File: src/rtl/spi_irq_ctrl.sv
module spi_irq_ctrl #(
  parameter int NUM_SRC = 7,
  parameter int ADDR_W = 8,
  parameter logic [ADDR_W-1:0] OFF_GIE  = 8'h1C,
  parameter logic [ADDR_W-1:0] OFF_STAT = 8'h20,
  parameter logic [ADDR_W-1:0] OFF_EN   = 8'h28,
  parameter logic [ADDR_W-1:0] OFF_RST  = 8'h40,
  parameter logic [31:0] RST_KEY = 32'h0000_000A
) (
  input  logic              clk,
  input  logic              rst_n,
  input  logic [NUM_SRC-1:0] evt_i,
  input  logic              reg_wr,
  input  logic [ADDR_W-1:0] reg_addr,
  input  logic [31:0]       reg_wdata,
  output logic [31:0]       reg_rdata,
  output logic              irq_o,
  output logic              core_rst_o
);
  localparam int PAD = 32 - NUM_SRC;

  logic [NUM_SRC-1:0] status, enable, clr;
  logic gie, key_hit;

  assign key_hit = reg_wr && reg_addr == OFF_RST && reg_wdata == RST_KEY;
  assign clr     = (reg_wr && reg_addr == OFF_STAT) ? reg_wdata[NUM_SRC-1:0] : '0;
  assign irq_o   = gie && |(status & enable);

  always_ff @(posedge clk or negedge rst_n) begin
    if (!rst_n) begin
      status     <= '0;
      enable     <= '0;
      gie        <= 1'b0;
      core_rst_o <= 1'b0;
    end else if (key_hit) begin
      status     <= '0;
      enable     <= '0;
      gie        <= 1'b0;
      core_rst_o <= 1'b1;
    end else begin
      core_rst_o <= 1'b0;
      status     <= (status & ~clr) | evt_i;
      if (reg_wr && reg_addr == OFF_EN)  enable <= reg_wdata[NUM_SRC-1:0];
      if (reg_wr && reg_addr == OFF_GIE) gie    <= reg_wdata[31];
    end
  end

  always_comb begin
    case (reg_addr)
      OFF_GIE:  reg_rdata = {gie, 31'b0};
      OFF_STAT: reg_rdata = {{PAD{1'b0}}, status};
      OFF_EN:   reg_rdata = {{PAD{1'b0}}, enable};
      default:  reg_rdata = '0;
    endcase
  end
endmodule

File: config.mk
export PLATFORM = sky130hd
export DESIGN_NAME = spi_irq_ctrl
export DESIGN_NICKNAME = d
export VERILOG_FILES = /design/src/rtl/spi_irq_ctrl.sv
export SDC_FILE = /design/constraint.sdc
export NUM_CORES = 1
export LEC_CHECK = 0
export BUFFER_PORTS_ARGS = -buffer_cell sky130_fd_sc_hd__buf_2
export CORE_ASPECT_RATIO = 1.2
export CORE_MARGIN = 2
export CORE_UTILIZATION = 45
export CTS_BUF_LIST = sky130_fd_sc_hd__clkbuf_2
export DETAILED_ROUTE_END_ITERATION = 16
export HOLD_SLACK_MARGIN = 0.06
export PLACE_DENSITY = 0.88
export SYNTH_ARGS = -nofsm -noshare
export SYNTH_HDL_FRONTEND = slang
export SYNTH_SLANG_ARGS = --single-unit
export TNS_END_PERCENT = 10
File: constraint.sdc
create_clock -name clk -period 3 [get_ports clk]
set_clock_uncertainty 0.15 [all_clocks]
set_input_delay 0.45 -clock clk [delete_from_list [all_inputs] [get_ports clk]]
set_output_delay 0.45 -clock clk [all_outputs]
set_load 0.01 [all_outputs]
### Yosys cells after proc, flatten, opt, wreduce, memory -nomap -nowiden

Index checks and enable logic that the tools add are counted.

| operators by class | value |
|---|---|
| reduce and logical (&&, ||, !) cells | 9 |
| mux-type cells | 8 |
| bitwise gates (word level) | 4 |
| equality and inequality tests | 5 |

Operators by type and width:

| kind | count |
|---|---|
| 32-bit case mux with 3 select lines | 1 |
| 32-bit by 4-bit equality test with 1-bit output (second input constant) | 1 |
| 7-bit 2-to-1 mux | 4 |
| 8-bit by 6-bit equality test with 1-bit output (second input constant) | 2 |
| 7-bit AND | 2 |
| 8-bit by 5-bit equality test with 1-bit output (second input constant) | 1 |
| 8-bit by 7-bit equality test with 1-bit output (second input constant) | 1 |
| 7-bit NOT | 1 |
| 7-bit OR | 1 |
| 7-bit OR reduction | 1 |
| 1-bit logical AND | 6 |
| 2-bit nonzero test | 2 |
| 1-bit 2-to-1 mux | 3 |

| word-level totals | value |
|---|---|
| output and inout port bits | 34 |
| register bits after elaboration | 16 |
| word-level logic and storage cells | 30 |
| input port bits | 50 |

### Depth between registers and ports, before layout

Gate-level depths: netlist of the first run.

| depth | value |
|---|---|
| depth after elaboration | 7 |
| gate-level depth with buffers | 5 |
| mapped depth without buffers | 4 |

### Least setup slack after synthesis of the first run

OpenSTA, ideal clock, no wires.

| timing path | value |
|---|---|
| path kind | in2out |
| start point | input reg_addr[4] |
| end point | output reg_rdata[0] |
| arrival | 1,569 ps |
| slack | 831 ps |
| stages | 3 |
| data required time | 2,400 ps |
| buffers on the path | 0 |
| cells stage by stage | or4b_4 -> nor3b_2 -> a22o_1 |

| between the ends | value |
|---|---|
| longest elaborated chain between the ends | 2 |
| elaborated cells on any way between the ends | 4 |
| classes of those cells | eq/ne (3); mux (1) |

RTL lines:

| what | RTL line | RTL |
|---|---|---|
| start, declared | 14 | `input logic [ADDR_W-1:0] reg_addr,` |
| 8-bit by 6-bit equality test with 1-bit output or 8-bit by 5-bit equality test with 1-bit output (tied branches) | 49 | `case (reg_addr)` |
| 32-bit case mux with 3 select lines * | 49 |  |
| end, declared | 16 | `output logic [31:0] reg_rdata,` |

Mark *: on every way between the ends. The rest lies on a longest branch, timed or not.

### Final worst setup path of the first run

| timing path | value |
|---|---|
| start point | input reg_addr[4] |
| end point | output reg_rdata[6] |

Same word-level chain as after synthesis.

==> results.sh, run 1 <==
export IMPL_start_util_pct=48.3
export IMPL_h_tree_depth=1
export IMPL_avgViaCountPerCell=5.11
export IMPL_ys_warn_count=0
export IMPL_p_sw_mw=0.113
export IMPL_synthTopCellsByCount="24 x buf_4, 16 x dfrtp_1, 15 x nand2_1, 9 x nor2_1, 8 x inv_1"
export IMPL_seqPwrFrac_pct=56.6
export IMPL_synth_compound_area_share_pct=17.0
export IMPL_placed_area_um2=1370
export IMPL_slowest_delay_ns=0.58
export IMPL_critPathArrivalTime_ns=1.93
export IMPL_synthAdderAreaFrac_pct=0
export IMPL_slowest_stage="or4b_4"
export IMPL_overflow=0
export IMPL_die_width_um=49.9
export IMPL_yosys_top_cells_area="dfrtp_1 35%, buf_4 16%, a22o_1 5.4%"
export IMPL_async_reset_ff_share_pct=100
export IMPL_crit_path_start_kind="input port"
export IMPL_setup_viol=0
export IMPL_cp_max_fo=7
export IMPL_switching_share_pct=28.4
export IMPL_drt_initial_drc_count=24
export IMPL_antenna_found_initial=0
export IMPL_antenna_left=0
export IMPL_synth_most_common_cell="buf_4"
export IMPL_max_cap_viol_count=0
export IMPL_synthXorXnorAreaFrac_pct=0
export IMPL_die_y_um=59.0
export IMPL_synth_area_mux_share_pct=0.881
export IMPL_fin_area_um2=1400
export IMPL_comb_power_share_pct=19.8
export IMPL_die_area_um2=2940
export IMPL_wirelength_um=2770
export IMPL_fin_crit_sh_pct=84.5
export IMPL_gp_congestion=0.772
export IMPL_vias=1114
export IMPL_syn_inst=126
export IMPL_cellPowerDensity_nw_per_um2=285
export IMPL_ys_types=32
export IMPL_post_cts_buffers=0
export IMPL_yosys_area_share_simple_pct=25.9
export IMPL_clockBufferDepth=2
export IMPL_row_count=19
export IMPL_ff2ff_setup_slack_ns=2.04
export IMPL_num_fill_cells=239
export IMPL_synth_edff_count=0
export IMPL_root_buffer="clkbuf_2"
export IMPL_path_class="input port to output pin"
export IMPL_drc=0
export IMPL_rsz0062_at_grt="false"
export IMPL_yosysTopAreaCell="dfrtp_1"
export IMPL_final_max_slew_violation_count=0
export IMPL_place_hpwl_um=2330
export IMPL_power_mw=0.398
export IMPL_p_int_mw=0.285
export IMPL_slew_headroom_pct=66.6
export IMPL_detail_route_wl_per_cell_um=12.7
export IMPL_setup_tns_ns=0
export IMPL_ys_ff_latch=16
export IMPL_grt_pass1_wl_um=4530
export IMPL_p_leak_nw=0.710
export IMPL_drive_gt1_share_pct=37.4
export IMPL_fin_nets=238
export IMPL_synth_top_family_by_area="simple AND/OR/NAND/NOR gates"
export IMPL_track_usage_pct=20.2
export IMPL_cts_clk_slew_worst_paths_ns=0.16
export IMPL_fmax_mhz=395
export IMPL_areaGrowthSynthToFinish_pct=22.8
export IMPL_peakVddDrop_mv=0.161
export IMPL_numCtsBuffers=3
export IMPL_numPortBuffers=59
export IMPL_drtPass1Iterations=4
export IMPL_ys_dominant_reg_cell="dfrtp_1"
export IMPL_clkSinkCount=16
export IMPL_crit_top_cell="buf_2"
export IMPL_synth_top_cell_area_share_pct=35.2
export IMPL_avgSynthCellArea_um2=9.02
export IMPL_final_hold_viol_count=0
export IMPL_cts_tree="done"
export IMPL_clk_latency_ns=0.28
export IMPL_worst_pin_slew_ns=0.499
export IMPL_grt_max_degree=17
export IMPL_status="complete, no violations"
export IMPL_hold_class="input port to register"
export IMPL_io_pins=84
export IMPL_n_antenna_cell=0
export IMPL_required_ns=2.40
export IMPL_final_min_clock_period_ns=2.53
export IMPL_clkPwrFrac_pct=23.5
export IMPL_end_kind="output pin"
export IMPL_core_area_um2=2350
export IMPL_syn_cell_area_um2=1140
export IMPL_crit_chain="buf_2 -> or4b_4 -> nor3b_2 -> a22o_1 -> buf_2"
export IMPL_grt_pass1_vias=1052
export IMPL_ys_seq_area_share_pct=35.2
layout make-up:
class | count | area (um^2) | share of cell area (%)
Tap cell | 31 | 38.8 | 2.78
Timing Repair Buffer | 62 | 320 | 23.0
Sequential cell | 16 | 400 | 28.7
Clock buffer | 3 | 15.0 | 1.08
Multi-Input combinational cell | 97 | 587 | 42.1
Inverter | 8 | 30.0 | 2.15
Clock inverter | 1 | 3.75 | 0.269
critical path: cells and delay by family:
kind                   cells  cell delay (ns)
and+or+nand+nor            2             1.04
AOI/OAI and AO/OA          1             0.21
buffers and inverters      2             0.24
cell usage in the layout (no fill, tap or decap), drive strengths merged, types with 2 or more instances in the layout:
cell type / instances
buf: 61
conb: 24
dfrtp: 16
nand2: 15
nor2: 10
inv: 8
a22o: 7
a311oi: 7
nor4: 7
o21ai: 7
nor4bb: 3
nand4: 3
clkbuf: 3
a22oi: 2
nor3b: 2
cell families (layout without fill, tap and decap cells):
kind of cell	Yosys count	after routing
compound gates	25	25
buf+inv	36	74
flops	16	16
mux	1	1
other cells	1	24
simple gates	47	47
flip-flops by register name (all words and copies together) (netlist names):
name        flops
enable          7
status          7
core_rst_o      1
gie             1
per-layer routing:
| layer | track usage [%] | vias to the layer above | share of wire (%) |
|---|---|---|---|
| li1 | - | 536 | - |
| met1 | 23.7 | 505 | 39 |
| met2 | 37.3 | 73 | 51 |
| met3 | 4.04 | 0 | 9.7 |
| met4 | 5.95 | 0 | 0 |
| met5 | 0 | - | 0 |
per-stage QoR:
stage | utilization [%] | setup WS (ns) | std cells | hold slack, ns
2_1_floorplan | - | 0.831 | 149 | 0.00441
4_1_cts | 59.3 | 0.465 | 218 | 0.193
6_report | 59.3 | 0.466 | 218 | 0.212
3_5_place_dp | 58.1 | 0.465 | 213 | 0.228
5_1_grt | 59.3 | 0.333 | 218 | 0.174
3_3_place_gp | 58.1 | 0.484 | 213 | 0.226
final timing paths:
check                                       from               endpoint  cells after the start
max reg2reg                  status[1]$_DFF_PN0_    status[1]$_DFF_PN0_                      2
min reg2reg                enable[3]$_DFFE_PN0P_  enable[3]$_DFFE_PN0P_                      2
min                                 reg_wdata[0]    status[0]$_DFF_PN0_                      2
max in group asynchronous                  rst_n  enable[0]$_DFFE_PN0P_                      2
max                                  reg_addr[4]           reg_rdata[6]                      5
min in group asynchronous                  rst_n  enable[5]$_DFFE_PN0P_                      2
timing repair:
item                                   in CTS  in global routing
hold buffers                                1                  0
resized for setup                           0                  0
endpoints found under the hold margin      16                  0
power groups by stage:
stage	sequential [mW]	combinational, mW	clock [mW]
finish	0.225	0.0788	0.0936
global route	0.226	0.0888	0.111
CTS	0.225	0.0790	0.0984
detailed placement	0.229	0.0777	0
global placement	0.229	0.0762	0
floorplan	0.228	0.0544	0
Power figures use the tool's default switching activity.
==> run 2: changes to the inputs <==
CORE_UTILIZATION = 37   (was 45)
PLACE_DENSITY = 0.77   (was 0.88)
clock period = 2.25 ns   (was 3 ns; I/O delays follow)
==> run 2 against run 1 <==
Compared with the run above: first-iteration DRC count is 33% lower; clock power is 32% higher; clock-buffer cell count unchanged; total power is 33% higher; final area up 1.5%; critical path depth grew 1; via count barely moved; cell count grew 3.2%; sequential power is 34% higher; sequential cell count unchanged; hold slack got worse by 0.11 ns; critical path type unchanged; critical endpoint is now reg_rdata[1].
==> results.sh, run 2 (synthesis results as in run 1) <==
export IMPL_antenna_found_initial=0
export IMPL_p_int_mw=0.380
export IMPL_peakVddDrop_mv=0.227
export IMPL_avgViaCountPerCell=4.95
export IMPL_row_count=22
export IMPL_setup_tns_ns=0
export IMPL_dp_cells=220
export IMPL_numPortBuffers=59
export IMPL_drtPass1Iterations=4
export IMPL_h_tree_depth=1
export IMPL_rsz0062_at_grt="false"
export IMPL_slowest_delay_ns=0.57
export IMPL_start_util_pct=37.9
export IMPL_gp_congestion=0.734
export IMPL_p_leak_nw=0.721
export IMPL_io_pins=84
export IMPL_die_width_um=54.6
export IMPL_r2r_end="status[1]$_DFF_PN0_"
export IMPL_num_fill_cells=304
export IMPL_pre_cts_ws_ns=0.121
export IMPL_slowest_stage="or4b_4"
export IMPL_holdWs_ns=0.0997
export IMPL_fin_crit_sh_pct=94.7
export IMPL_hold_class="input port to register"
export IMPL_comb_power_share_pct=19.9
export IMPL_required_ns=1.76
export IMPL_antenna_left=0
export IMPL_status="complete, no violations"
export IMPL_detail_route_wl_per_cell_um=12.4
export IMPL_drive_gt1_share_pct=38.1
export IMPL_switching_share_pct=28.3
export IMPL_n_antenna_cell=0
export IMPL_clkPwrFrac_pct=23.5
export IMPL_core_area_um2=3000
export IMPL_power_mw=0.530
export IMPL_place_hpwl_um=2300
export IMPL_instances_no_fill=225
export IMPL_crit_cells=6
export IMPL_grt_max_degree=17
export IMPL_path_class="input port to output pin"
export IMPL_cp_max_fo=7
export IMPL_root_buffer="clkbuf_2"
export IMPL_cp_endpoint="reg_rdata[1]"
export IMPL_min_delay_start="reg_wdata[2]"
export IMPL_die_area_um2=3530
export IMPL_ff2ff_setup_slack_ns=1.27
export IMPL_grt_pass1_vias=966
export IMPL_crit_buf_inv=3
export IMPL_end_kind="output pin"
export IMPL_cts_clk_slew_worst_paths_ns=0.15
export IMPL_crit_top_cell="buf_2"
export IMPL_crit_chain="buf_2 -> or4b_4 -> nor3b_2 -> buf_4 -> a22o_1 -> buf_2"
export IMPL_numCtsBuffers=3
export IMPL_critPathArrivalTime_ns=1.64
export IMPL_setup_viol=0
export IMPL_final_max_slew_violation_count=0
export IMPL_top_regs="enable (7), status (7)"
export IMPL_crit_path_start_kind="input port"
export IMPL_clk_latency_ns=0.28
export IMPL_areaGrowthSynthToFinish_pct=24.7
export IMPL_cts_resized=0
export IMPL_wirelength_um=2790
export IMPL_final_cell_mix="59 x buf_2, 24 x conb_1, 16 x dfrtp_1"
export IMPL_max_cap_viol_count=0
export IMPL_track_usage_pct=16.6
export IMPL_seq_area_um2=400
export IMPL_crit_reg2reg_launch="status[1]$_DFF_PN0_"
export IMPL_r2r_cells=2
export IMPL_path_delay_family="simple AND/OR/NAND/NOR gates"
export IMPL_final_common_cell="buf_2"
export IMPL_final_min_clock_period_ns=2.13
export IMPL_multi_input_area_um2=587
export IMPL_cellPowerDensity_nw_per_um2=374
export IMPL_drc=0
export IMPL_fmax_mhz=470
export IMPL_startpoint="reg_addr[4]"
export IMPL_cts_tree="done"
export IMPL_vias=1113
export IMPL_final_hold_viol_count=0
export IMPL_grt_pass1_wl_um=4300
export IMPL_drt_initial_drc_count=16
export IMPL_fin_ws_ns=0.120
export IMPL_seqPwrFrac_pct=56.7
export IMPL_clkSinkCount=16
export IMPL_clockBufferDepth=2
export IMPL_overflow=0
export IMPL_p_sw_mw=0.150
export IMPL_fin_nets=240
export IMPL_die_y_um=64.7
[run 2: cell types whose count changed in the layout (fill, tap and decap cells not counted)]
cell   delta
buf_4     +2
[run 2: what timing repair did]
action	CTS	global route
setup buffers	0	0
hold buffers	1	0
hold endpoints to repair	16	0
[run 2: final cells by class]
cell class,count,share of cell area (%)
multi-input combinational,97,41.4
timing repair buffer,64,23.7
clock inverter,1,0.265
sequential,16,28.3
tap,36,3.18
inverter,8,2.12
clock buffer,3,1.06
[run 2: per-stage QoR]
stage          util, %  instance area [um^2]
2_1_floorplan        -                  1220
3_3_place_gp      46.2                  1390
3_5_place_dp      46.2                  1390
4_1_cts           47.2                  1420
5_1_grt           47.2                  1420
6_report          47.2                  1420
[run 2: how the worst min path moves through the flow]
stage | slack, ns | depth (start not counted) | to
after floorplan | -0.11 | 0 | core_rst_o$_DFF_PN0_
after global placement | 0.11 | 1 | status[2]$_DFF_PN0_
after detailed placement | 0.11 | 1 | status[2]$_DFF_PN0_
after CTS | 0.09 | 2 | status[1]$_DFF_PN0_
after global routing | 0.08 | 2 | status[1]$_DFF_PN0_
final | 0.1 | 2 | status[2]$_DFF_PN0_
[run 2: power groups by stage]
stage	combinational [mW]	clock, mW	sequential [mW]
after floorplan	0.0725	0	0.304
after global placement	0.103	0	0.306
after detailed placement	0.104	0	0.306
after CTS	0.106	0.129	0.301
after global routing	0.120	0.140	0.302
final	0.105	0.124	0.301
[run 2: worst reg2reg max path: cells and delay by family (launching register included)]
family / cells / cell delay, ns
and+or+nand+nor: 1 / 0.06
DFF: 1 / 0.41
AOI/OAI and AO/OA: 1 / 0.27
[run 2: layer usage]
layer	part of all wire, %	GRT usage (%)	wire (um)	vias up
li1	-	-	-	537
met1	38	19.6	1070	498
met2	50	28.6	1410	72
met3	9.5	1.84	265	6
met4	1.7	7.81	48	0
met5	0	0	0	-
==> run 3: changes to the inputs <==
RECOVER_POWER = 50   (was unset)
==> run 3 against run 2 <==
Compared with the run above: wire length up 0.47%; highest routed layer unchanged; setup slack got worse by 0.0026 ns; sequential cell count did not move; first-iteration DRC count did not move; cell count is the same; global-route usage did not move; total power shrank 0.53%; sequential share of layout area grew 0.18 points; hold slack improved by 0.0047 ns; largest cell class unchanged; maximum frequency decreased by 0.12%.
==> results.sh, run 3 (synthesis results as in run 1) <==
export IMPL_crit_top_cell="buf_2"
export IMPL_numPortBuffers=59
export IMPL_slowest_delay_ns=0.57
export IMPL_hold_path_depth=2
export IMPL_fin_util_pct=46.9
export IMPL_areaGrowthSynthToFinish_pct=23.9
export IMPL_crit_chain="buf_2 -> or4b_4 -> nor3b_2 -> buf_4 -> a22o_1 -> buf_2"
export IMPL_top_usage_layer="met2"
export IMPL_rsz0062_at_grt="false"
export IMPL_numCtsBuffers=3
export IMPL_r2r_cells=2
export IMPL_track_usage_pct=16.6
export IMPL_row_count=22
export IMPL_p_leak_nw=0.704
export IMPL_wirelength_um=2810
export IMPL_ff2ff_setup_slack_ns=1.28
export IMPL_fmax_mhz=469
export IMPL_place_hpwl_um=2300
export IMPL_setup_tns_ns=0
export IMPL_cts_tree="done"
export IMPL_clockBufferDepth=2
export IMPL_cellPowerDensity_nw_per_um2=375
export IMPL_n_antenna_cell=0
export IMPL_die_y_um=64.7
export IMPL_final_min_clock_period_ns=2.13
export IMPL_slew_headroom_pct=41.8
export IMPL_final_max_slew_violation_count=0
export IMPL_die_area_um2=3530
export IMPL_fin_crit_sh_pct=94.8
export IMPL_start_util_pct=37.9
export IMPL_cts_resized=0
export IMPL_io_pins=84
export IMPL_worst_pin_slew_ns=0.874
export IMPL_final_common_cell="buf_2"
export IMPL_slowest_stage="or4b_4"
export IMPL_gp_congestion=0.734
export IMPL_overflow=0
export IMPL_drc=0
export IMPL_crit_reg2reg_launch="status[1]$_DFF_PN0_"
export IMPL_clkSinkCount=16
export IMPL_clk_latency_ns=0.28
export IMPL_r2r_end="status[1]$_DFF_PN0_"
export IMPL_path_class="input port to output pin"
export IMPL_h_tree_depth=1
export IMPL_drive_gt1_share_pct=35.4
export IMPL_vias=1096
export IMPL_cp_max_fo=7
export IMPL_avgViaCountPerCell=4.87
export IMPL_met3_usage_pct=1.84
export IMPL_die_width_um=54.6
export IMPL_min_delay_start="reg_wdata[2]"
export IMPL_power_mw=0.528
export IMPL_drtPass1Iterations=4
export IMPL_peakVddDrop_mv=0.227
export IMPL_startpoint="reg_addr[4]"
export IMPL_antenna_left=0
export IMPL_critPathArrivalTime_ns=1.64
export IMPL_hold_class="input port to register"
export IMPL_max_cap_viol_count=0
export IMPL_drt_initial_drc_count=16
export IMPL_root_buffer="clkbuf_2"
export IMPL_final_cell_mix="55 x buf_2, 24 x conb_1, 16 x dfrtp_1"
export IMPL_multi_input_area_um2=583
export IMPL_status="complete, no violations"
export IMPL_grt_max_degree=17
export IMPL_grt_pass1_vias=966
export IMPL_grt_pass1_wl_um=4300
export IMPL_seq_area_um2=400
export IMPL_placed_area_um2=1390
export IMPL_grt_util_met1_pct=19.6
export IMPL_holdPathEnd="status[2]$_DFF_PN0_"
export IMPL_antenna_found_initial=0
export IMPL_setup_viol=0
export IMPL_end_kind="output pin"
export IMPL_crit_path_start_kind="input port"
export IMPL_grt_util_met2_pct=28.6
export IMPL_top_regs="enable (7), status (7)"
export IMPL_required_ns=1.76
export IMPL_final_hold_viol_count=0
export IMPL_holdWs_ns=0.104
export IMPL_core_area_um2=3000
export IMPL_cts_clk_slew_worst_paths_ns=0.15
export IMPL_fin_nets=240
export IMPL_fin_area_um2=1410
export IMPL_detail_route_wl_per_cell_um=12.5
export IMPL_num_fill_cells=308
export IMPL_post_cts_buffers=0
[run 3: cell types whose count changed in the layout (fill, tap and decap cells not counted), sizes merged]
cell    before  now
buf         63   59
clkbuf       3    7
[run 3: power breakdown]
part / leakage, nW / internal, mW / switching (mW)
Combinational: 0.505 / 0.0464 / 0.0580
Sequential: 0.186 / 0.295 / 0.00599
Clock: 0.0140 / 0.0386 / 0.0840
Total: 0.704 / 0.380 / 0.148
[run 3: worst max path at each step]
stage | end | slack (ns) | cells after the start
after global placement | reg_rdata[5] | 0.16 | 6
after CTS | reg_rdata[1] | 0.12 | 6
after floorplan | reg_rdata[0] | 0.31 | 3
after global routing | reg_rdata[0] | 0.04 | 6
final | reg_rdata[1] | 0.12 | 6
after detailed placement | reg_rdata[1] | 0.12 | 6
[run 3: routing by layer]
metal	up-vias	routed length, um
met1	492	1080
met4	0	42
met3	4	251
li1	536	-
met5	-	0
met2	64	1430
[run 3: final cells by class]
| class | instances | share of cell area [%] |
|---|---|---|
| clock buffer | 3 | 1.07 |
| clock inverter | 1 | 0.267 |
| inverter | 8 | 2.13 |
| multi-input combinational | 97 | 41.4 |
| sequential | 16 | 28.4 |
| tap | 36 | 3.20 |
| timing repair buffer | 64 | 23.5 |
[run 3: stage by stage]
step                      setup WS (ns)  cells
after floorplan                   0.306    149
after global placement            0.160    220
after detailed placement          0.121    220
after CTS                         0.119    225
after global routing             0.0356    225
final                             0.118    225
[run 3: what timing repair did]
item,4_1_cts,5_1_grt
setup endpoints to repair,0,0
endpoints found under the hold margin,16,0
hold buffers,1,0
[run 3: worst max-delay path, delay by kind of cell]
family          cells  cell delay, ns
buf+inv             3            0.41
simple gates        2            0.76
compound gates      1            0.13
